`src/rtl/dbg_qual_pkg.sv`:
```
package dbg_qual_pkg;

  typedef enum logic [1:0] {
    SEL_BP_CTRL = 2'd0,
    SEL_BP_VAL  = 2'd1,
    SEL_WP_CTRL = 2'd2,
    SEL_NONE    = 2'd3
  } wr_sel_e;

  localparam logic [3:0] TYPE_CTX = 4'd3;

  // Qualification fields kept from a written control word.
  typedef struct packed {
    logic [3:0] typ;   // bits 23:20, bit 20 doubles as the link flag
    logic [3:0] lbn;   // bits 19:16
    logic [1:0] ssc;   // bits 15:14
    logic       hmc;   // bit 13
    logic [1:0] pac;   // bits 2:1
    logic       en;    // bit 0
  } ctrl_t;

  function automatic ctrl_t unpack_ctrl(input logic [31:0] w);
    ctrl_t c;
    c.typ = w[23:20];
    c.lbn = w[19:16];
    c.ssc = w[15:14];
    c.hmc = w[13];
    c.pac = w[2:1];
    c.en  = w[0];
    return c;
  endfunction

endpackage

```
`src/rtl/dbg_cfg_bank.sv`:
```
module dbg_cfg_bank
  import dbg_qual_pkg::*;
#(
  parameter int NUM_BP = 6,
  parameter int NUM_WP = 4
) (
  input  logic                     clk,
  input  logic                     rst_n,
  input  logic                     wr_en,
  input  logic [1:0]               wr_sel,
  input  logic [3:0]               wr_idx,
  input  logic [31:0]              wr_data,
  output ctrl_t [NUM_BP-1:0]       bp_ctrl,
  output logic  [NUM_BP-1:0][31:0] bp_val,
  output ctrl_t [NUM_WP-1:0]       wp_ctrl
);

  ctrl_t wr_ctrl;
  assign wr_ctrl = unpack_ctrl(wr_data);

  logic unused_wr_bits;
  assign unused_wr_bits = ^{wr_data[31:24], wr_data[12:3]};

  for (genvar k = 0; k < NUM_BP; k++) begin : g_bp
    always_ff @(posedge clk) begin
      if (!rst_n) begin
        bp_ctrl[k] <= '0;
        bp_val[k]  <= '0;
      end else if (wr_en && wr_idx == 4'(k)) begin
        if (wr_sel == SEL_BP_CTRL) bp_ctrl[k] <= wr_ctrl;
        if (wr_sel == SEL_BP_VAL)  bp_val[k]  <= wr_data;
      end
    end

    AST_BP_VAL_LOAD: assert property (@(posedge clk) disable iff (!rst_n)
      (wr_en && wr_sel == SEL_BP_VAL && wr_idx == 4'(k)) |=> bp_val[k] == $past(wr_data));
  end

  for (genvar k = 0; k < NUM_WP; k++) begin : g_wp
    always_ff @(posedge clk) begin
      if (!rst_n)
        wp_ctrl[k] <= '0;
      else if (wr_en && wr_idx == 4'(k) && wr_sel == SEL_WP_CTRL)
        wp_ctrl[k] <= wr_ctrl;
    end

    AST_WP_HOLD: assert property (@(posedge clk) disable iff (!rst_n)
      !(wr_en && wr_sel == SEL_WP_CTRL && wr_idx == 4'(k)) |=> $stable(wp_ctrl[k]));
  end

endmodule

```
`src/rtl/dbg_link_eval.sv`:
```
module dbg_link_eval
  import dbg_qual_pkg::*;
#(
  parameter int NUM_BP = 6
) (
  input  logic                     clk,
  input  logic                     rst_n,
  input  ctrl_t [NUM_BP-1:0]       bp_ctrl,
  input  logic  [NUM_BP-1:0][31:0] bp_val,
  input  logic  [31:0]             feat_id,
  input  logic  [1:0]              cur_el,
  input  logic  [31:0]             context_id,
  output logic  [NUM_BP-1:0]       ctx_ok
);

  logic [4:0] brps;
  logic [4:0] ctxc;
  assign brps = {1'b0, feat_id[27:24]};
  assign ctxc = {1'b0, feat_id[23:20]};

  logic unused_feat;
  assign unused_feat = ^{feat_id[31:28], feat_id[19:0]};

  logic low_el;
  assign low_el = (cur_el <= 2'd1);

  for (genvar n = 0; n < NUM_BP; n++) begin : g_tgt
    localparam logic [4:0] NN = 5'(n);
    logic in_range;
    logic unused_tgt;
    assign in_range   = (NN <= brps) && ((NN + ctxc) >= brps);
    assign unused_tgt = ^{bp_ctrl[n].lbn, bp_ctrl[n].ssc, bp_ctrl[n].hmc, bp_ctrl[n].pac};
    assign ctx_ok[n]  = in_range && bp_ctrl[n].en && (bp_ctrl[n].typ == TYPE_CTX)
                        && low_el && (bp_val[n] == context_id);
  end

  AST_CTX_HIGH_EL: assert property (@(posedge clk) disable iff (!rst_n)
    (cur_el > 2'd1) |-> (ctx_ok == '0));

endmodule

```
`src/rtl/dbg_cmp_qual.sv`:
```
module dbg_cmp_qual
  import dbg_qual_pkg::*;
#(
  parameter bit IS_WP  = 1'b0,
  parameter int NUM_BP = 6
) (
  input  ctrl_t             ctrl,
  input  logic              hit,
  input  logic              unpriv,
  input  logic [1:0]        cur_el,
  input  logic              is_secure,
  input  logic [NUM_BP-1:0] ctx_ok,
  output logic              qual
);

  logic [1:0] lvl;

  if (IS_WP) begin : g_wp_lvl
    assign lvl = unpriv ? 2'd0 : cur_el;
  end else begin : g_bp_lvl
    logic unused_up;
    assign unused_up = unpriv;
    assign lvl       = cur_el;
  end

  logic sec_ok, lvl_ok, link_ok;
  logic [15:0] ctx_ext;
  logic unused_typ;

  assign ctx_ext    = 16'(ctx_ok);
  assign unused_typ = ^ctrl.typ[3:1];

  always_comb begin
    unique case (ctrl.ssc)
      2'd0:    sec_ok = 1'b1;
      2'd2:    sec_ok = is_secure;
      default: sec_ok = !is_secure;
    endcase
    unique case (lvl)
      2'd0:    lvl_ok = ctrl.pac[0];
      2'd1:    lvl_ok = ctrl.pac[1];
      default: lvl_ok = ctrl.hmc;
    endcase
    link_ok = !ctrl.typ[0] || ctx_ext[ctrl.lbn];
  end

  assign qual = hit && ctrl.en && sec_ok && lvl_ok && link_ok;

endmodule

```
`src/rtl/dbg_low_pick.sv`:
```
module dbg_low_pick #(
  parameter int N  = 6,
  parameter int IW = 3
) (
  input  logic [N-1:0]  req,
  output logic          any,
  output logic [IW-1:0] idx
);

  always_comb begin
    any = |req;
    idx = '0;
    for (int i = N - 1; i >= 0; i--) begin
      if (req[i]) idx = IW'(i);
    end
  end

endmodule

```
`src/rtl/dbg_event_qualifier.sv`:
```
module dbg_event_qualifier
  import dbg_qual_pkg::*;
#(
  parameter int NUM_BP = 6,
  parameter int NUM_WP = 4,
  parameter int BPI_W  = (NUM_BP > 1) ? $clog2(NUM_BP) : 1,
  parameter int WPI_W  = (NUM_WP > 1) ? $clog2(NUM_WP) : 1
) (
  input  logic              clk,
  input  logic              rst_n,
  input  logic              wr_en,
  input  logic [1:0]        wr_sel,
  input  logic [3:0]        wr_idx,
  input  logic [31:0]       wr_data,
  input  logic [1:0]        cur_el,
  input  logic              is_secure,
  input  logic [31:0]       context_id,
  input  logic [31:0]       feat_id,
  input  logic              mdbg_en,
  input  logic              dbg_allow,
  input  logic [NUM_BP-1:0] bp_hit,
  input  logic [NUM_WP-1:0] wp_hit,
  input  logic [NUM_WP-1:0] wp_unpriv,
  output logic              bp_evt,
  output logic [BPI_W-1:0]  bp_evt_idx,
  output logic              wp_evt,
  output logic [WPI_W-1:0]  wp_evt_idx
);

  ctrl_t [NUM_BP-1:0]       bp_ctrl;
  logic  [NUM_BP-1:0][31:0] bp_val;
  ctrl_t [NUM_WP-1:0]       wp_ctrl;
  logic  [NUM_BP-1:0]       ctx_ok;
  logic  [NUM_BP-1:0]       bp_q;
  logic  [NUM_WP-1:0]       wp_q;
  logic                     bp_any, wp_any;
  logic  [BPI_W-1:0]        bp_pick;
  logic  [WPI_W-1:0]        wp_pick;

  dbg_cfg_bank #(.NUM_BP(NUM_BP), .NUM_WP(NUM_WP)) u_bank (
    .clk(clk), .rst_n(rst_n), .wr_en(wr_en), .wr_sel(wr_sel), .wr_idx(wr_idx),
    .wr_data(wr_data), .bp_ctrl(bp_ctrl), .bp_val(bp_val), .wp_ctrl(wp_ctrl)
  );

  dbg_link_eval #(.NUM_BP(NUM_BP)) u_link (
    .clk(clk), .rst_n(rst_n), .bp_ctrl(bp_ctrl), .bp_val(bp_val), .feat_id(feat_id),
    .cur_el(cur_el), .context_id(context_id), .ctx_ok(ctx_ok)
  );

  for (genvar i = 0; i < NUM_BP; i++) begin : g_bpq
    dbg_cmp_qual #(.IS_WP(1'b0), .NUM_BP(NUM_BP)) u_q (
      .ctrl(bp_ctrl[i]), .hit(bp_hit[i]), .unpriv(1'b0), .cur_el(cur_el),
      .is_secure(is_secure), .ctx_ok(ctx_ok), .qual(bp_q[i])
    );
  end

  for (genvar i = 0; i < NUM_WP; i++) begin : g_wpq
    dbg_cmp_qual #(.IS_WP(1'b1), .NUM_BP(NUM_BP)) u_q (
      .ctrl(wp_ctrl[i]), .hit(wp_hit[i]), .unpriv(wp_unpriv[i]), .cur_el(cur_el),
      .is_secure(is_secure), .ctx_ok(ctx_ok), .qual(wp_q[i])
    );
  end

  dbg_low_pick #(.N(NUM_BP), .IW(BPI_W)) u_bp_pick (.req(bp_q), .any(bp_any), .idx(bp_pick));
  dbg_low_pick #(.N(NUM_WP), .IW(WPI_W)) u_wp_pick (.req(wp_q), .any(wp_any), .idx(wp_pick));

  logic gate;
  assign gate = mdbg_en && dbg_allow;

  always_ff @(posedge clk) begin
    if (!rst_n) begin
      bp_evt     <= 1'b0;
      bp_evt_idx <= '0;
      wp_evt     <= 1'b0;
      wp_evt_idx <= '0;
    end else begin
      bp_evt     <= gate && bp_any;
      bp_evt_idx <= (gate && bp_any) ? bp_pick : '0;
      wp_evt     <= gate && wp_any;
      wp_evt_idx <= (gate && wp_any) ? wp_pick : '0;
    end
  end

  AST_GATE_QUIET: assert property (@(posedge clk) disable iff (!rst_n)
    !(mdbg_en && dbg_allow) |=> (!bp_evt && !wp_evt));
  AST_BP_NEEDS_HIT: assert property (@(posedge clk) disable iff (!rst_n)
    (bp_hit == '0) |=> !bp_evt);
  AST_WP_NEEDS_HIT: assert property (@(posedge clk) disable iff (!rst_n)
    (wp_hit == '0) |=> !wp_evt);
  AST_BP_IDX_IDLE: assert property (@(posedge clk) disable iff (!rst_n)
    !bp_evt |-> (bp_evt_idx == '0));
  AST_WP_IDX_IDLE: assert property (@(posedge clk) disable iff (!rst_n)
    !wp_evt |-> (wp_evt_idx == '0));

endmodule

```
`config.mk`:
```
export PLATFORM = sky130hd
export DESIGN_NAME = dbg_event_qualifier
export DESIGN_NICKNAME = d
export VERILOG_FILES = /design/src/rtl/dbg_qual_pkg.sv /design/src/rtl/dbg_cfg_bank.sv /design/src/rtl/dbg_link_eval.sv /design/src/rtl/dbg_cmp_qual.sv /design/src/rtl/dbg_low_pick.sv /design/src/rtl/dbg_event_qualifier.sv
export SDC_FILE = /design/constraint.sdc
export NUM_CORES = 1
export LEC_CHECK = 0
export BUFFER_PORTS_ARGS = -buffer_cell sky130_fd_sc_hd__clkbuf_2
export CORE_AREA = 5 5 175 177
export DETAILED_ROUTE_END_ITERATION = 6
export DIE_AREA = 0 0 180 182
export HOLD_SLACK_MARGIN = 0.15
export PLACE_DENSITY = 0.8
export SETUP_SLACK_MARGIN = 0.1
export SYNTH_ARGS = -nofsm -noshare
export SYNTH_HDL_FRONTEND = slang
export SYNTH_HIERARCHICAL = 1
export SYNTH_SLANG_ARGS = --single-unit
export TNS_END_PERCENT = 50
```
`constraint.sdc`:
```
create_clock -name clk -period 5.2 [get_ports clk]
set_input_delay 1.04 -clock clk [delete_from_list [all_inputs] [get_ports clk]]
set_output_delay 1.04 -clock clk [all_outputs]
set_load 0.02 [all_outputs]
```
==> results by stage <==
Placed design:
- Port buffering added 106 buffers.
- Timing analysis after detailed placement gives a worst setup slack of 391 ps.
- The routability congestion estimate from global placement is 0.877.
- Detailed placement ended at an HPWL of 30.0 mm.
- After detailed placement, the design holds a cell count of 2050.

Critical path:
- The critical path is of the input pin to register type.
- Tracing the worst setup path back leads to its startpoint at feat_id[22].
- The worst register-to-register path has a depth of 12.
- STA classifies the critical path endpoint as a register.
- The reg-to-reg endpoint is bp_evt_idx[0].
- The critical path arrival is 4840 ps.
- The worst setup path is launched from an input pin.
- The launching point of the worst reg2reg path is u_bank/bp_val[4].
- Along the worst path, the maximum fanout reaches 10.
- At the worst endpoint, the required time is 5650 ps.
- The minimum setup slack among reg-to-reg paths is 1460 ps.

Global routing:
- The global routing usage summed across all routing layers is 0.263.
- The total congestion overflow is 0.
- The initial antenna violation count is 3.
- The first-pass GRT wire length is 69.2 mm.
- The maximum number of pins on one net before global-route repair is 132.
- The number of global-route vias before repair is 12409.

Clock network:
- TritonCTS built the clock tree.
- The clock transition time at the flip-flop clock pins of the worst setup and hold paths is 70 ps.
- The number of hold buffers added after CTS was 0.
- The cell at the root of the clock tree is sky130_fd_sc_hd__clkbuf_16.
- TritonCTS created 31 clock buffers.
- After clock tree synthesis, the repair step resized 0 gates.
- After clock tree synthesis, the setup repair step added 0 buffers.
- The clock sink total is 327.
- CTS built an H-tree with a depth of 1.
- The maximum buffer depth of the clock tree is 3.
- The source-to-sink clock delay at the later pin of the worst-skew pair is 570 ps.

Detailed routing:
- Summed over all layers, the routed wires come to 45.3 mm.
- The routed layout has 12483 vias.
- The number of DRC markers in iteration 0 is 1109.
- In the routed design, unresolved DRC markers number 0.
- Dividing the detail-routed via count by the number of cells gives 5.92.
- The final antenna-violating net count is 0.
- The wire length per cell after detailed routing is 21.5 um.
- The length of the first detailed-routing pass in iterations is 5.

Synthesis:
- A synthesized cell averages 9.66 um2.
- In this run the cell area of the synthesized design comes to 0.0160 mm2.
- The cell count after synthesis is 1654.
- Counting every net in the synthesized netlist gives 1803.
- Yosys printed 6 warnings.

Pwr:
- The maximum vdd drop is 251 uV.
- Summing internal, switching and leakage power gives 0.00547 W.
- The leakage power of the design is 8.11 nW.
- In this run the power density over the cells is 309 mW/mm2.

Cells and area:
- The synthesis-to-layout area growth is 10.9%.
- Summing all multi-input logic gate instances after layout gives 0.00876 mm2.
- The most common library cell in the layout ignoring fill and taps is sky130_fd_sc_hd__nand2_1.
- The finished layout holds 2108 standard cells, fillers aside.
- The final-layout fill cell count is 2317.
- The final layout contains 1842 nets.
- Across the whole layout, storage elements account for 0.00655 mm2.
- Of the cells placed in the final design, the portion with a size suffix greater than 1 is 0.135.
- In the layout the commonest cells are sky130_fd_sc_hd__nand2_1 (372), sky130_fd_sc_hd__mux2i_1 (352), sky130_fd_sc_hd__dfxtp_1 (327), sky130_fd_sc_hd__xor2_1 (186), sky130_fd_sc_hd__clkbuf_2 (105).

STA:
- The total negative slack is 0 ps.
- The relative slew slack is 0.153.
- The minimum clock period is 4380 ps.
- Setup repair after global routing left no endpoint under its margin.
- Dividing the final minimum period by the clock period gives 0.843.
- The number of setup violations in the final report is 0.
- Once routing completed, OpenROAD measured the worst setup slack at 815 ps.
- The number of slew-limit violations in the final report is 0.
- At the pin with the least slew margin, the transition time is 1270 ps.
- The highest achievable clock rate is 228 MHz.
- The final hold violation count was 0.
- The final setup skew is 16.5 ps.

Hold path:
- The path class of the tightest hold or removal check is register to register.
- In this run the most critical hold path is launched from u_bank/bp_ctrl[1].
- Along the worst hold path, the cell count comes to 2.
- The path with the worst hold slack has its endpoint at u_bank/bp_ctrl[1].

Die:
- 131 I/O pins were placed.
- From left edge to right edge, the die measures 180 um.
- The cell row count is 63.
- The floorplan step defined a die boundary enclosing 0.0328 mm2.
- The die height is 182 um.
- The core region is 0.0291 mm2.
- The initial cell density of the core is 0.549.

Run status:
- The flow ran to the end, and the final reports show no timing, DRC or antenna violations.

Flow run:
- Max-cap violations in this run came to 0.
[stage by stage]
stage | hold WS (ps) | cell area [um2] | utilization
after floorplan | 430 | 16000 | -
after global placement | 438 | 16600 | 0.570
after detailed placement | 448 | 16600 | 0.570
after CTS | 460 | 17700 | 0.609
after global routing | 474 | 17700 | 0.610
final | 459 | 17700 | 0.610
[registers in the layout (all words and copies together), names as in the netlist]
signal	count
bp_evt	1
u_bank/wp_ctrl	44
u_bank/bp_ctrl	84
wp_evt_idx	2
wp_evt	1
u_bank/bp_val	192
bp_evt_idx	3
[where the power goes]
| group | switching [W] | internal [W] | total [W] |
|---|---|---|---|
| Combinational | 0.000279 | 0.000120 | 0.000400 |
| Sequential | 0.00000691 | 0.00251 | 0.00252 |
| Clock | 0.00100 | 0.00155 | 0.00255 |
[cell type report]
type | count | area share
diodes | 1 | 0.000141
inverters | 18 | 0.00381
clock buffers | 37 | 0.0473
flip-flops and latches | 327 | 0.369
clock inverters | 20 | 0.0180
multi-input cells | 1188 | 0.494
well taps | 390 | 0.0275
repair buffers | 127 | 0.0401
[routing by layer]
| metal | GRT usage | share of wire |
|---|---|---|
| met1 | 0.350 | 0.42 |
| met2 | 0.439 | 0.47 |
| met3 | 0.0375 | 0.072 |
| met4 | 0.0930 | 0.033 |
| met5 | 0 | 0.00075 |
[worst max-delay path: stages]
cell	delay, ps
sky130_fd_sc_hd__clkbuf_2	210
sky130_fd_sc_hd__inv_1	160
sky130_fd_sc_hd__ha_1	210
sky130_fd_sc_hd__a21oi_1	180
sky130_fd_sc_hd__xnor2_1	140
sky130_fd_sc_hd__ha_1	270
sky130_fd_sc_hd__nand2_1	70
sky130_fd_sc_hd__nand2_1	50
sky130_fd_sc_hd__a31oi_1	340
sky130_fd_sc_hd__nor4_2	100
sky130_fd_sc_hd__buf_4	210
sky130_fd_sc_hd__mux2i_1	180
sky130_fd_sc_hd__a221o_1	190
sky130_fd_sc_hd__a2111oi_2	70
sky130_fd_sc_hd__buf_4	170
sky130_fd_sc_hd__or4_1	520
sky130_fd_sc_hd__or3_1	340
sky130_fd_sc_hd__and4_4	210
sky130_fd_sc_hd__and2_1	150
[worst max path at each step]
stage / endpoint / slack (ps) / cells past startpoint
finish: bp_evt_idx[0] / 820 / 19
global route: bp_evt_idx[0] / 620 / 19
CTS: bp_evt_idx[0] / 910 / 19
detailed placement: bp_evt_idx[0] / 390 / 19
global placement: bp_evt_idx[1] / 440 / 17
floorplan: bp_evt_idx[0] / 730 / 13
Power figures use the tool's default switching activity.
